File: src/rtl/acc_file_pkg.sv
`timescale 1ns/1ps
package acc_file_pkg;

  typedef enum logic [1:0] {
    STEP_OFF  = 2'b00,
    STEP_UP   = 2'b01,
    STEP_DOWN = 2'b10,
    STEP_NONE = 2'b11
  } step_e;

  typedef enum logic [1:0] {
    GRP_2   = 2'b00,
    GRP_4   = 2'b01,
    GRP_8   = 2'b10,
    GRP_ALL = 2'b11
  } grp_e;

  typedef struct packed {
    logic gf1;
    logic gf0;
    logic ov;
    logic eq;
    logic sgn;
    logic zero;
    logic cy;
  } flags_t;

  localparam int CTL_W  = 5;
  localparam int PSFW_W = 5;

endpackage

File: src/rtl/acc_regfile.sv
`timescale 1ns/1ps
module acc_regfile #(
  parameter int N  = 16,
  parameter int W  = 16,
  parameter int PW = $clog2(N)
) (
  input  logic          clk_i,
  input  logic          rst_ni,
  input  logic          we_i,
  input  logic [PW-1:0] widx_i,
  input  logic [W-1:0]  wdata_i,
  input  logic [PW-1:0] ra_idx_i,
  output logic [W-1:0]  ra_data_o,
  input  logic [PW-1:0] rb_idx_i,
  output logic [W-1:0]  rb_data_o
);

  logic [W-1:0] ent [N];

  for (genvar i = 0; i < N; i++) begin : g_ent
    logic [W-1:0] q;
    always_ff @(posedge clk_i or negedge rst_ni) begin
      if (!rst_ni)                          q <= '0;
      else if (we_i && (widx_i == PW'(i)))  q <= wdata_i;
    end
    assign ent[i] = q;
  end

  assign ra_data_o = ent[ra_idx_i];
  assign rb_data_o = ent[rb_idx_i];

endmodule

File: src/rtl/acc_ptr_ctrl.sv
`timescale 1ns/1ps
module acc_ptr_ctrl
  import acc_file_pkg::*;
#(
  parameter int PW = 4
) (
  input  logic             clk_i,
  input  logic             rst_ni,
  input  logic             ptr_we_i,
  input  logic [PW-1:0]    ptr_wdata_i,
  input  logic             ctl_we_i,
  input  logic [CTL_W-1:0] ctl_wdata_i,
  input  logic             access_i,
  output logic [PW-1:0]    ptr_o,
  output logic [3:0]       ctl_o
);

  logic [PW-1:0] ptr_q, ptr_d;
  step_e         step_q;
  grp_e          grp_q;
  logic [PW-1:0] wrap_mask, cand, stepped;
  logic          step_en;

  // low bits that wrap inside the selected group
  always_comb begin
    unique case (grp_q)
      GRP_2:   wrap_mask = PW'(1);
      GRP_4:   wrap_mask = PW'(3);
      GRP_8:   wrap_mask = PW'(7);
      default: wrap_mask = '1;
    endcase
  end

  assign step_en = (step_q == STEP_UP) || (step_q == STEP_DOWN);
  assign cand    = (step_q == STEP_DOWN) ? ptr_q - PW'(1) : ptr_q + PW'(1);
  assign stepped = (ptr_q & ~wrap_mask) | (cand & wrap_mask);

  always_comb begin
    ptr_d = ptr_q;
    if (ptr_we_i)                         ptr_d = ptr_wdata_i;
    else if (ctl_we_i && ctl_wdata_i[0])  ptr_d = '0;
    else if (access_i && step_en)         ptr_d = stepped;
  end

  always_ff @(posedge clk_i or negedge rst_ni) begin
    if (!rst_ni) begin
      ptr_q  <= '0;
      step_q <= STEP_OFF;
      grp_q  <= GRP_2;
    end else begin
      ptr_q <= ptr_d;
      if (ctl_we_i) begin
        step_q <= step_e'(ctl_wdata_i[2:1]);
        grp_q  <= grp_e'(ctl_wdata_i[4:3]);
      end
    end
  end

  assign ptr_o = ptr_q;
  assign ctl_o = {grp_q, step_q};

endmodule

File: src/rtl/acc_flags.sv
`timescale 1ns/1ps
module acc_flags
  import acc_file_pkg::*;
#(
  parameter int W = 16
) (
  input  logic              clk_i,
  input  logic              rst_ni,
  input  logic [W-1:0]      act_val_i,
  input  logic              cmp_valid_i,
  input  logic [W-1:0]      cmp_src_i,
  input  logic              arith_wr_i,
  input  logic              alu_carry_i,
  input  logic              alu_ovf_i,
  input  logic              psf_we_i,
  input  logic [PSFW_W-1:0] psf_wdata_i,
  output flags_t            flags_o
);

  logic cy_q, eq_q, ov_q, gf0_q, gf1_q;

  always_ff @(posedge clk_i or negedge rst_ni) begin
    if (!rst_ni) begin
      cy_q  <= 1'b0;
      eq_q  <= 1'b0;
      ov_q  <= 1'b0;
      gf0_q <= 1'b0;
      gf1_q <= 1'b0;
    end else if (psf_we_i) begin
      cy_q  <= psf_wdata_i[0];
      eq_q  <= psf_wdata_i[1];
      ov_q  <= psf_wdata_i[2];
      gf0_q <= psf_wdata_i[3];
      gf1_q <= psf_wdata_i[4];
    end else begin
      if (arith_wr_i) begin
        cy_q <= alu_carry_i;
        ov_q <= alu_ovf_i;
      end
      if (cmp_valid_i) eq_q <= (act_val_i == cmp_src_i);
    end
  end

  // zero and sign are derived from whichever entry is active
  always_comb begin
    flags_o.cy   = cy_q;
    flags_o.zero = (act_val_i == '0);
    flags_o.sgn  = act_val_i[W-1];
    flags_o.eq   = eq_q;
    flags_o.ov   = ov_q;
    flags_o.gf0  = gf0_q;
    flags_o.gf1  = gf1_q;
  end

endmodule

File: src/rtl/acc_file_top.sv
`timescale 1ns/1ps
module acc_file_top
  import acc_file_pkg::*;
#(
  parameter int NUM_ACC = 16,
  parameter int ACC_W   = 16,
  parameter int PW      = $clog2(NUM_ACC)
) (
  input  logic              clk_i,
  input  logic              rst_ni,
  input  logic [PW-1:0]     dir_idx_i,
  input  logic              dir_we_i,
  input  logic [ACC_W-1:0]  dir_wdata_i,
  output logic [ACC_W-1:0]  dir_rdata_o,
  input  logic              act_re_i,
  input  logic              act_we_i,
  input  logic [ACC_W-1:0]  act_wdata_i,
  output logic [ACC_W-1:0]  act_rdata_o,
  input  logic              ptr_we_i,
  input  logic [PW-1:0]     ptr_wdata_i,
  output logic [PW-1:0]     ptr_o,
  input  logic              ctl_we_i,
  input  logic [CTL_W-1:0]  ctl_wdata_i,
  output logic [3:0]        ctl_o,
  input  logic              alu_we_i,
  input  logic              alu_arith_i,
  input  logic [ACC_W-1:0]  alu_result_i,
  input  logic              alu_carry_i,
  input  logic              alu_ovf_i,
  input  logic              cmp_valid_i,
  input  logic [ACC_W-1:0]  cmp_src_i,
  input  logic              psf_we_i,
  input  logic [PSFW_W-1:0] psf_wdata_i,
  output logic [6:0]        flags_o
);

  logic             access;
  logic             wr_en;
  logic [PW-1:0]    wr_idx;
  logic [ACC_W-1:0] wr_data;
  logic [PW-1:0]    ptr;
  flags_t           flags;

  assign access = act_re_i | act_we_i | alu_we_i;

  // single write port: ALU, then active port, then direct port
  always_comb begin
    wr_en   = dir_we_i;
    wr_idx  = dir_idx_i;
    wr_data = dir_wdata_i;
    if (alu_we_i) begin
      wr_en   = 1'b1;
      wr_idx  = ptr;
      wr_data = alu_result_i;
    end else if (act_we_i) begin
      wr_en   = 1'b1;
      wr_idx  = ptr;
      wr_data = act_wdata_i;
    end
  end

  acc_regfile #(.N(NUM_ACC), .W(ACC_W), .PW(PW)) i_regfile (
    .clk_i    (clk_i),
    .rst_ni   (rst_ni),
    .we_i     (wr_en),
    .widx_i   (wr_idx),
    .wdata_i  (wr_data),
    .ra_idx_i (ptr),
    .ra_data_o(act_rdata_o),
    .rb_idx_i (dir_idx_i),
    .rb_data_o(dir_rdata_o)
  );

  acc_ptr_ctrl #(.PW(PW)) i_ptr_ctrl (
    .clk_i      (clk_i),
    .rst_ni     (rst_ni),
    .ptr_we_i   (ptr_we_i),
    .ptr_wdata_i(ptr_wdata_i),
    .ctl_we_i   (ctl_we_i),
    .ctl_wdata_i(ctl_wdata_i),
    .access_i   (access),
    .ptr_o      (ptr),
    .ctl_o      (ctl_o)
  );

  acc_flags #(.W(ACC_W)) i_flags (
    .clk_i      (clk_i),
    .rst_ni     (rst_ni),
    .act_val_i  (act_rdata_o),
    .cmp_valid_i(cmp_valid_i),
    .cmp_src_i  (cmp_src_i),
    .arith_wr_i (alu_we_i & alu_arith_i),
    .alu_carry_i(alu_carry_i),
    .alu_ovf_i  (alu_ovf_i),
    .psf_we_i   (psf_we_i),
    .psf_wdata_i(psf_wdata_i),
    .flags_o    (flags)
  );

  assign ptr_o   = ptr;
  assign flags_o = flags;

endmodule

File: config.mk
export PLATFORM = sky130hd
export DESIGN_NAME = acc_file_top
export DESIGN_NICKNAME = d
export VERILOG_FILES = /design/src/rtl/acc_file_pkg.sv /design/src/rtl/acc_regfile.sv /design/src/rtl/acc_ptr_ctrl.sv /design/src/rtl/acc_flags.sv /design/src/rtl/acc_file_top.sv
export SDC_FILE = /design/constraint.sdc
export NUM_CORES = 1
export LEC_CHECK = 0
export ABC_CLOCK_PERIOD_IN_PS = 3800
export CORE_MARGIN = 2
export CORE_UTILIZATION = 60
export CTS_BUF_LIST = sky130_fd_sc_hd__clkbuf_8
export CTS_CLUSTER_DIAMETER = 200
export DETAILED_ROUTE_END_ITERATION = 8
export GPL_TIMING_DRIVEN = 0
export PLACE_DENSITY = 0.94
export SLEW_MARGIN = 20
export SYNTH_ARGS = -nofsm -noshare
export SYNTH_HDL_FRONTEND = slang
export SYNTH_HIERARCHICAL = 1
export SYNTH_SLANG_ARGS = --single-unit
File: constraint.sdc
create_clock -name clk_i -period 3.8 [get_ports clk_i]
set_clock_uncertainty 0.1 [all_clocks]
set_input_delay 0.76 -clock clk_i [delete_from_list [all_inputs] [get_ports clk_i]]
set_output_delay 0.76 -clock clk_i [all_outputs]
set_load 0.1 [all_outputs]
* Yosys cells after proc, flatten, opt, wreduce, memory -nomap -nowiden *
Index checks and enable logic that the tools add are counted.

word-level totals
  memory bits (read-only) = 0
  flip-flop bits (word level) = 269
  latch bits = 0
  logic and storage cells = 105
  RAM bits = 0
  memories = 0

cells by class
  shift operators = 0
  equality and inequality tests = 20
  mux-type cells = 23
  order comparisons = 2
  bitwise gates (word level) = 9
  div/mod/pow operators = 0
  add/subtract/negate cells = 2
  reductions and logical operators = 25
  multipliers = 0

operators by type and width
  operator                                                             count
  16-bit binary-select mux with 4-bit select                           2
  16-bit 2-to-1 mux                                                    6
  4-bit == test (second input constant)                                8
  4-bit 2-to-1 mux                                                     6
  1-bit logical AND                                                    18
  16-bit == test                                                       1
  4-bit by 3-bit == test with 1-bit output (second input constant)     4
  16-bit zero test                                                     1
  4-bit one-hot mux with 3 select lines                                1
  5-bit >= comparator (second input constant)                          2
  4-bit inverter with 5-bit output                                     2
  4-bit AND                                                            2
  4-bit by 2-bit == test with 1-bit output (second input constant)     2
  1-bit 2-to-1 mux                                                     8
  4-bit by 1-bit adder with 4-bit output (second input constant)       1
  2-bit by 1-bit == test with 1-bit output (second input constant)     2
  2-bit == test (second input constant)                                2
  4-bit by 1-bit == test with 1-bit output (second input constant)     1
  4-bit zero test                                                      1
  4-bit inverter                                                       1
  4-bit bitwise OR                                                     1
  2-bit nonzero test                                                   2
  4-bit by 1-bit subtractor with 4-bit output (second input constant)  1
  3-bit nonzero test                                                   1
  other kinds (4)                                                      5

* Logic depth before layout (Yosys ltp) *
Gate-level depths: netlist (run 1).

  depth in word-level cells = 8
  depth in mapped cells = 9
  depth with buffers taken out = 8

* Modules after synthesis *
The synthesis (run 1) kept the hierarchy.

by module, submodules not included
  module        instances  area an instance (um2)  cells each
  acc_regfile   1          13304.0                 848
  acc_ptr_ctrl  1          540.5                   56
  acc_flags     1          462.9                   50
  acc_file_top  1          427.9                   62

* Worst setup path after synthesis (run 1) *
Ideal clock, no wire load.

  kind = register -> output
  from = reg i_ptr_ctrl.ptr_q[0], in the netlist i_ptr_ctrl/ptr_o[0]
  to = out flags_o[1]
  required time = 2.940 ns
  path slack = -1.318 ns
  path buffers = 2
  arrival = 4.258 ns
  stages on the path, launching flop included = 8
  cell sequence = dfrtp_1 buf_2 buf_2 mux4_2 a22oi_1 nand2_1 nor4_1 and4_1

on the way
  word-level cells in the longest chain between the ends = 5

ends and longest elaborated chain
  element                                                 RTL line            text
  start: declaration                                      acc_ptr_ctrl.sv:18  logic [PW-1:0] ptr_q, ptr_d;
  start signal: assignment                                acc_ptr_ctrl.sv:51  ptr_q <= ptr_d;
  4-bit inverter with 5-bit output (implied by the code)  acc_regfile.sv:29   assign ra_data_o = ent[ra_idx_i];
  16-bit binary-select mux with 4-bit select              acc_regfile.sv:29
  16-bit 2-to-1 mux (implied by the code) (2 in series)   acc_regfile.sv:29
  named net act_rdata_o[13]                               acc_file_top.sv:18  output logic [ACC_W-1:0] act_rdata_o,
  16-bit zero test                                        acc_flags.sv:47     flags_o.zero = (act_val_i == '0);
  end: declaration                                        acc_file_top.sv:34  output logic [6:0] flags_o

The timed path passes the listed nets, and every way through them passes these cells. The select of a mux whose other input is x is not followed.

* Worst setup path in the final report (run 1) *
  from = reg i_ptr_ctrl.ptr_q[0], in the netlist i_ptr_ctrl/ptr_o[0]
  to = out flags_o[1]

on the way
  word-level cells in the longest chain between the ends = 5

ends and longest elaborated chain
  element                                                 RTL line
  4-bit inverter with 5-bit output (implied by the code)  acc_regfile.sv:29
  16-bit binary-select mux with 4-bit select              acc_regfile.sv:29
  16-bit 2-to-1 mux (implied by the code) (2 in series)   acc_regfile.sv:29
  16-bit zero test                                        acc_flags.sv:47

No other way between the ends. The select of a mux whose other input is x is not followed.

==> impl_metrics.yaml, run 1 <==
outcome:
  outcome: "finished, violations left"
  violations: "negative setup slack"
final_layout:
  antenna_cells: 0
  layout.cells.non_filler: 1578
  fin_area_um2: 18400
  syn2layout_area_growth_pct: 24.6
  fin_nets: 1321
  fill_cells: 1278
  drive_above_1_share_pct: 51.0
critical_path:
  crit_type: "flip-flop to output port"
  worst_ep_arrival_time_ns: 3.15
  cp_top_family: "simple AND/OR/NAND/NOR gates"
  worstPathRequired_ns: 2.94
  crit_chain: "buf_12 -> buf_12 -> mux4_2 -> a22oi_2 -> nand2_4 -> nor4_4 -> and4_4 -> buf_12"
  cp-start-kind: "flip-flop"
  end_kind: "output port"
  crit_buf_inv: 3
  worst_path_largest_cell_delay_ns: 0.56
  cpMostUsedCell: "buf_12"
  worstPathMaxFanout: 6
  critPathSlowestCell: "mux4_2"
clock_network:
  cts-root-buf: "clkbuf_8"
  numClockSinks: 269
  clock_path_buffers: 3
  cts_tree: "done"
  numCtsBuffers: 44
  htreeDepth: 2
  cts.reportedPaths.clkPinSlew_ns: 0.06
  insertion_delay_ns: 0.57
synthesis:
  syn_inst: 1016
  ys_warn_count: 6
  yosys_most_used_dff: "dfrtp_1"
  synth_edf_count: 0
  synth_top_area_cell: "dfrtp_1"
  synth_nets: 1114
  synth_common_cells: "dfrtp_1, mux2_2, mux4_2, a22oi_1, nand2_1"
  yosysSeqAreaShare_pct: 45.7
  avgSynthCellArea_um2: 14.5
  async_flop_share_pct: 100
  synth_seq_cells: 269
  netlist_top_cells_area: "dfrtp_1, mux4_2, mux2_2, a22oi_1, mux2_1"
  yosysMostFrequentCell: "dfrtp_1"
  synth.distinct_cells: 45
  syn_area_um2: 14700
  synth_top_cell_area_share_pct: 45.7
floorplan:
  chipWidth_um: 161
  die_h_um: 161
  io_pins: 142
  rows: 57
  start_util_pct: 60.8
  die-area_um2: 25800
  core_area_um2: 24200
route:
  drt.antenna.violating_nets: 0
  drtIter0Drc: 1897
  wl_mm: 51.8
  drt_pass1_iterations: 8
  drc: 0
  wl_per_cell_um: 32.8
  vias: 11800
  vias_per_cell: 7.47
placed_design:
  dpl_cell_area_um2: 16800
  dp_hpwl_mm: 28.7
  dpl_worst_slack_ns: -1.63
  place.gp.congestion: 0.877
  numPortBuffers: 137
  placed_cells: 1480
pwr:
  power.density_nw_per_um2: 871
  p_leak_uw: 0.00773
  max-vdd-ir-drop_mv: 0.683
sta:
  fmax_mhz: 249
  tightest_slew_ns: 1.12
  relSlewSlack_pct: 24.9
  worst_slack_ns: -0.209
  drv_slew: 0
  hold_viol: 0
  period_share_pct: 105
  setup_viol: 21
  rsz0062_at_grt: "true"
  fin_crit_ns: 4.01
global_routing:
  grt_max_degree: 87
  grt_pass1_wl_mm: 74.2
  antenna_found_initial: 0
  grt_pass1_vias: 12100
  gr-total-overflow: 0
  track_usage_pct: 38.8
min_path:
  hp-class: "flip-flop to flip-flop"
flow_run:
  cap_violations: 0
repair_timing:
| item | 4_1_cts | 5_1_grt |
|---|---|---|
| hold endpoints to repair | 32 | 0 |
| gates cloned | 3 | 0 |
| setup endpoints to repair | 34 | 31 |
| buffers inserted | 17 | 4 |
| gates resized for setup | 261 | 47 |
| pin swaps | 28 | 14 |
| hold buffers | 1 | 0 |
path summary, 6_finish.rpt:
check / startpoint / end / slack (ns) / cells after the start
worst max-delay path: i_ptr_ctrl/ptr_o[0] / flags_o[1] / -0.21 / 8
worst min-delay path: i_flags/gf1_q / i_flags/gf1_q / 0.42 / 1
worst max register to register: i_ptr_ctrl/ptr_o[1] / i_regfile/g_ent[5].q[11] / 0.53 / 6
worst min register to register: i_flags/gf1_q / i_flags/gf1_q / 0.42 / 1
max in group asynchronous: rst_ni / i_regfile/g_ent[6].q[10] / 1.99 / 4
min in group asynchronous: rst_ni / i_regfile/g_ent[12].q[6] / 0.56 / 2
layout by cell type, fill, tap and decap left out, types with 8 or more instances in the layout:
cell | Yosys | layout
dfrtp_1 | 269 | 266
a22oi_2 | 0 | 40
o21ai_1 | 11 | 11
mux2i_1 | 18 | 18
a22oi_1 | 65 | 25
mux4_2 | 128 | 128
nor2_1 | 15 | 13
buf_12 | 1 | 10
a21oi_1 | 8 | 8
clkbuf_8 | 0 | 61
clkbuf_4 | 0 | 12
nand2_1 | 56 | 38
nand2_4 | 0 | 16
o21ai_0 | 11 | 11
clkdlybuf4s50_1 | 0 | 102
clkbuf_2 | 0 | 10
xor2_1 | 17 | 17
mux2_1 | 30 | 30
buf_6 | 1 | 8
mux2_2 | 236 | 236
buf_4 | 9 | 39
buf_2 | 37 | 30
inv_1 | 2 | 15
clkbuf_1 | 42 | 18
layout make-up:
| type | count | area [um^2] | area share (%) |
|---|---|---|---|
| Clock buffer | 58 | 798 | 4.35 |
| Inverter | 2 | 7.51 | 0.0409 |
| Multi-Input combinational cell | 651 | 7920 | 43.1 |
| Tap cell | 324 | 405 | 2.21 |
| Timing Repair Buffer | 165 | 1700 | 9.27 |
| Sequential cell | 269 | 6740 | 36.7 |
| Buffer | 90 | 678 | 3.69 |
| Clock inverter | 19 | 110 | 0.600 |
worst reg2reg max path: cells and delay by family, from the launching register on:
| kind | cells | cell delay, ns |
|---|---|---|
| flip-flops | 1 | 0.58 |
| multiplexers | 2 | 0.75 |
| buffers and inverters | 2 | 0.68 |
| AND/OR/NAND/NOR | 2 | 1.05 |
where the power goes:
group,total [uW],switching [uW],internal [uW]
clock,2650,1220,1430
combinational,7780,4400,3390
sequential,5570,1350,4220
per-stage QoR:
stage	TNS, ns	hold slack, ns	power (uW)	util (%)
after floorplan	0	0.364	10300	-
after global placement	-2545.26	0.388	11700	68.7
after detailed placement	-32.32	0.404	12100	69.1
after CTS	-0.0630	0.397	15200	75.4
after global routing	-0.607	0.440	16400	75.7
final	-0.812	0.417	16000	75.7
registers in the layout (all words and copies together), names as in the netlist:
signal	count
i_flags/ov_q	1
i_ptr_ctrl/ptr_o	4
i_flags/gf1_q	1
i_flags/cy_q	1
i_regfile/g_ent.q	256
i_ptr_ctrl/step_q	2
i_ptr_ctrl/grp_q	2
i_flags/gf0_q	1
i_flags/eq_q	1
layer usage:
layer  vias to the layer above  GRT usage [%]  part of all wire, %
met5                         -              0                    0
met1                      5856           48.6                   32
met2                      1258           60.9                   46
met3                       346           10.9                   14
met4                         0           23.2                  7.7
li1                       4331              -                    -
cells by family (layout without fill, tap and decap cells):
| kind of cell | count (synthesis) | count (layout) | share of synthesized area, % |
|---|---|---|---|
| mux | 412 | 412 | 41.1 |
| flops | 269 | 269 | 45.7 |
| simple gates | 116 | 116 | 3.87 |
| compound gates | 101 | 101 | 4.80 |
| buf+inv | 96 | 334 | 3.15 |
| xor+xnor | 19 | 19 | 1.13 |
| fa+ha+maj | 3 | 3 | 0.255 |
Note: power is estimated with default switching activity, not from simulation.
==> run 2: changes to the inputs <==
--- a/config.mk
+++ b/config.mk
@@ -7,12 +7,11 @@
 export LEC_CHECK = 0
 export ABC_CLOCK_PERIOD_IN_PS = 3800
 export CORE_MARGIN = 2
-export CORE_UTILIZATION = 60
-export CTS_BUF_LIST = sky130_fd_sc_hd__clkbuf_8
+export CORE_UTILIZATION = 58
 export CTS_CLUSTER_DIAMETER = 200
 export DETAILED_ROUTE_END_ITERATION = 8
 export GPL_TIMING_DRIVEN = 0
-export PLACE_DENSITY = 0.94
+export PLACE_DENSITY = 0.92
 export SLEW_MARGIN = 20
 export SYNTH_ARGS = -nofsm -noshare
 export SYNTH_HDL_FRONTEND = slang
==> impl_metrics.yaml, run 2 (synthesized netlist as in run 1, its figures left out) <==
clock_network:
  cts-root-buf: "clkbuf_16"
  cts_tree: "done"
  insertion_delay_ns: 0.55
  cts_hold_buffers: 0
  htreeDepth: 1
  cts.reportedPaths.clkPinSlew_ns: 0.06
  clock_path_buffers: 3
  numClockSinks: 269
  numCtsBuffers: 29
final_layout:
  regMostFlops: "i_regfile/g_ent.q"
  largest_reg_flops: 256
  layout.cells.non_filler: 1541
  syn2layout_area_growth_pct: 23.2
  antenna_cells: 0
  mostFrequentLayoutCell: "dfrtp_1"
  final_cell_mix: "dfrtp_1, mux2_2, mux4_2"
  drive_above_1_share_pct: 48.9
  fin_nets: 1288
  fill_cells: 1447
  post-route-util_pct: 72.5
  fin_area_um2: 18100
route:
  vias_per_cell: 7.20
  drt_pass1_iterations: 6
  wl_per_cell_um: 30.5
  vias: 11100
  drtIter0Drc: 1408
  drt.antenna.violating_nets: 0
  drc: 0
  wl_mm: 46.9
outcome:
  outcome: "finished, violations left"
  violations: "negative hold slack, negative setup slack"
critical_path:
  critPathSlowestCell: "mux4_2"
  worst_path_largest_cell_delay_ns: 0.56
  worst_ep_arrival_time_ns: 3.29
  end_kind: "output port"
  cp-start-kind: "flip-flop"
  worstPathMaxFanout: 10
  crit_type: "flip-flop to output port"
  crit_buf_inv: 3
  cp_top_family: "simple AND/OR/NAND/NOR gates"
  cpMostUsedCell: "buf_12"
  worstPathRequired_ns: 2.94
  crit_chain: "buf_12 -> buf_12 -> mux4_2 -> a22oi_1 -> nand2_4 -> nor4_2 -> and4_4 -> buf_12"
placed_design:
  numPortBuffers: 137
  placed_cells: 1486
  dpl_cell_area_um2: 16800
  dp_hpwl_mm: 28.9
  place.gp.congestion: 0.896
sta:
  setup_viol: 2
  hold_viol: 9
  relSlewSlack_pct: 34.2
  rsz0062_at_grt: "true"
  hold_slack_ns: -0.0150
  period_share_pct: 109
  finalSetupTns_ns: -0.386
  tightest_slew_ns: 0.985
  fin_crit_ns: 4.15
  drv_slew: 0
  fmax_mhz: 241
  worst_slack_ns: -0.349
floorplan:
  io_pins: 142
  die_h_um: 163
  chipWidth_um: 163
  rows: 58
  core_area_um2: 25000
  start_util_pct: 58.9
  die-area_um2: 26700
global_routing:
  grt_pass1_wl_mm: 69.0
  track_usage_pct: 35.0
  grt_pass1_vias: 11500
  grt_max_degree: 90
  gr-total-overflow: 0
  antenna_found_initial: 1
pwr:
  max-vdd-ir-drop_mv: 0.756
  swShare_pct: 41.8
  switchingPower_uw: 6580
  p_int_uw: 9160
  p_leak_uw: 0.00758
  p_clk_share_pct: 18.7
  power_frac_comb_pct: 46.6
  power.density_nw_per_um2: 867
  power_frac_seq_pct: 34.7
flow_run:
  cap_violations: 0
min_path:
  hp-class: "primary input to async pin"
## run 2: changes by cell type in the layout (fill, tap and decap cells not counted), moves of 7 or more
| cell | delta |
|---|---|
| clkbuf_8 | -50 |
| clkbuf_1 | +7 |
| buf_4 | -10 |
| a22oi_2 | -10 |
| a22oi_1 | +10 |
| clkbuf_16 | +29 |
| inv_1 | -13 |
## run 2: what timing repair did
item,CTS,global route
pin swaps,6,3
setup buffers,7,0
endpoints found under the setup margin,35,31
resized for setup,258,37
## run 2: final timing paths
path / endpoint / slack (ns) / start / cells past startpoint
hold reg to reg: i_flags/gf1_q / 0.42 / i_flags/gf1_q / 1
min in group clk_i: i_flags/gf1_q / 0.42 / i_flags/gf1_q / 1
hold / removal: i_ptr_ctrl/grp_q[1] / -0.01 / rst_ni / 1
setup reg to reg: i_flags/eq_q / 0.63 / i_ptr_ctrl/ptr_o[0] / 9
setup / recovery: flags_o[1] / -0.35 / i_ptr_ctrl/ptr_o[0] / 8
max in group asynchronous: i_regfile/g_ent[0].q[8] / 2.41 / rst_ni / 3
## run 2: power groups by stage
stage,combinational [uW],sequential [uW],clock (uW)
3_3_place_gp,6660,5070,0
5_1_grt,7530,5530,3070
4_1_cts,7100,5290,2930
6_report,7340,5460,2950
3_5_place_dp,6880,5260,0
2_1_floorplan,5290,4960,0
## run 2: routing by layer
| metal | track usage, % | vias up | part of all wire [%] |
|---|---|---|---|
| li1 | - | 4265 | - |
| met1 | 43.2 | 5606 | 34 |
| met2 | 56.2 | 967 | 48 |
| met3 | 9.90 | 260 | 12 |
| met4 | 19.2 | 2 | 6.3 |
| met5 | 0 | - | 0.023 |
## run 2: per-stage QoR
step                hold slack, ns  worst slack [ns]  power (uW)
CTS                        0.00189            -0.196       15300
global route               0.00862            -0.343       16100
floorplan                    0.364           0.00277       10300
global placement             0.389            -11.14       11700
detailed placement           0.399             -1.82       12100
finish                     -0.0150            -0.349       15700
## run 2: area by class of cell
type | count | area (um^2) | share of cell area [%]
plain buffers | 90 | 671 | 3.70
clock buffers | 44 | 862 | 4.75
inverters | 2 | 7.51 | 0.0414
multi-input cells | 651 | 7860 | 43.3
flip-flops and latches | 269 | 6740 | 37.1
well taps | 330 | 413 | 2.28
repair buffers | 147 | 1470 | 8.12
clock inverters | 8 | 121 | 0.669
## run 2: worst reg2reg max path, cell delays in order, from the launching register on
cell and delay [ns]:
dfrtp_4 0.42, buf_4 0.18, buf_12 0.17, mux4_2 0.53, a22oi_2 0.33, nand2_4 0.14, xor2_1 0.25, nor4_1 0.66
nand4b_1 0.17, o21ai_1 0.16
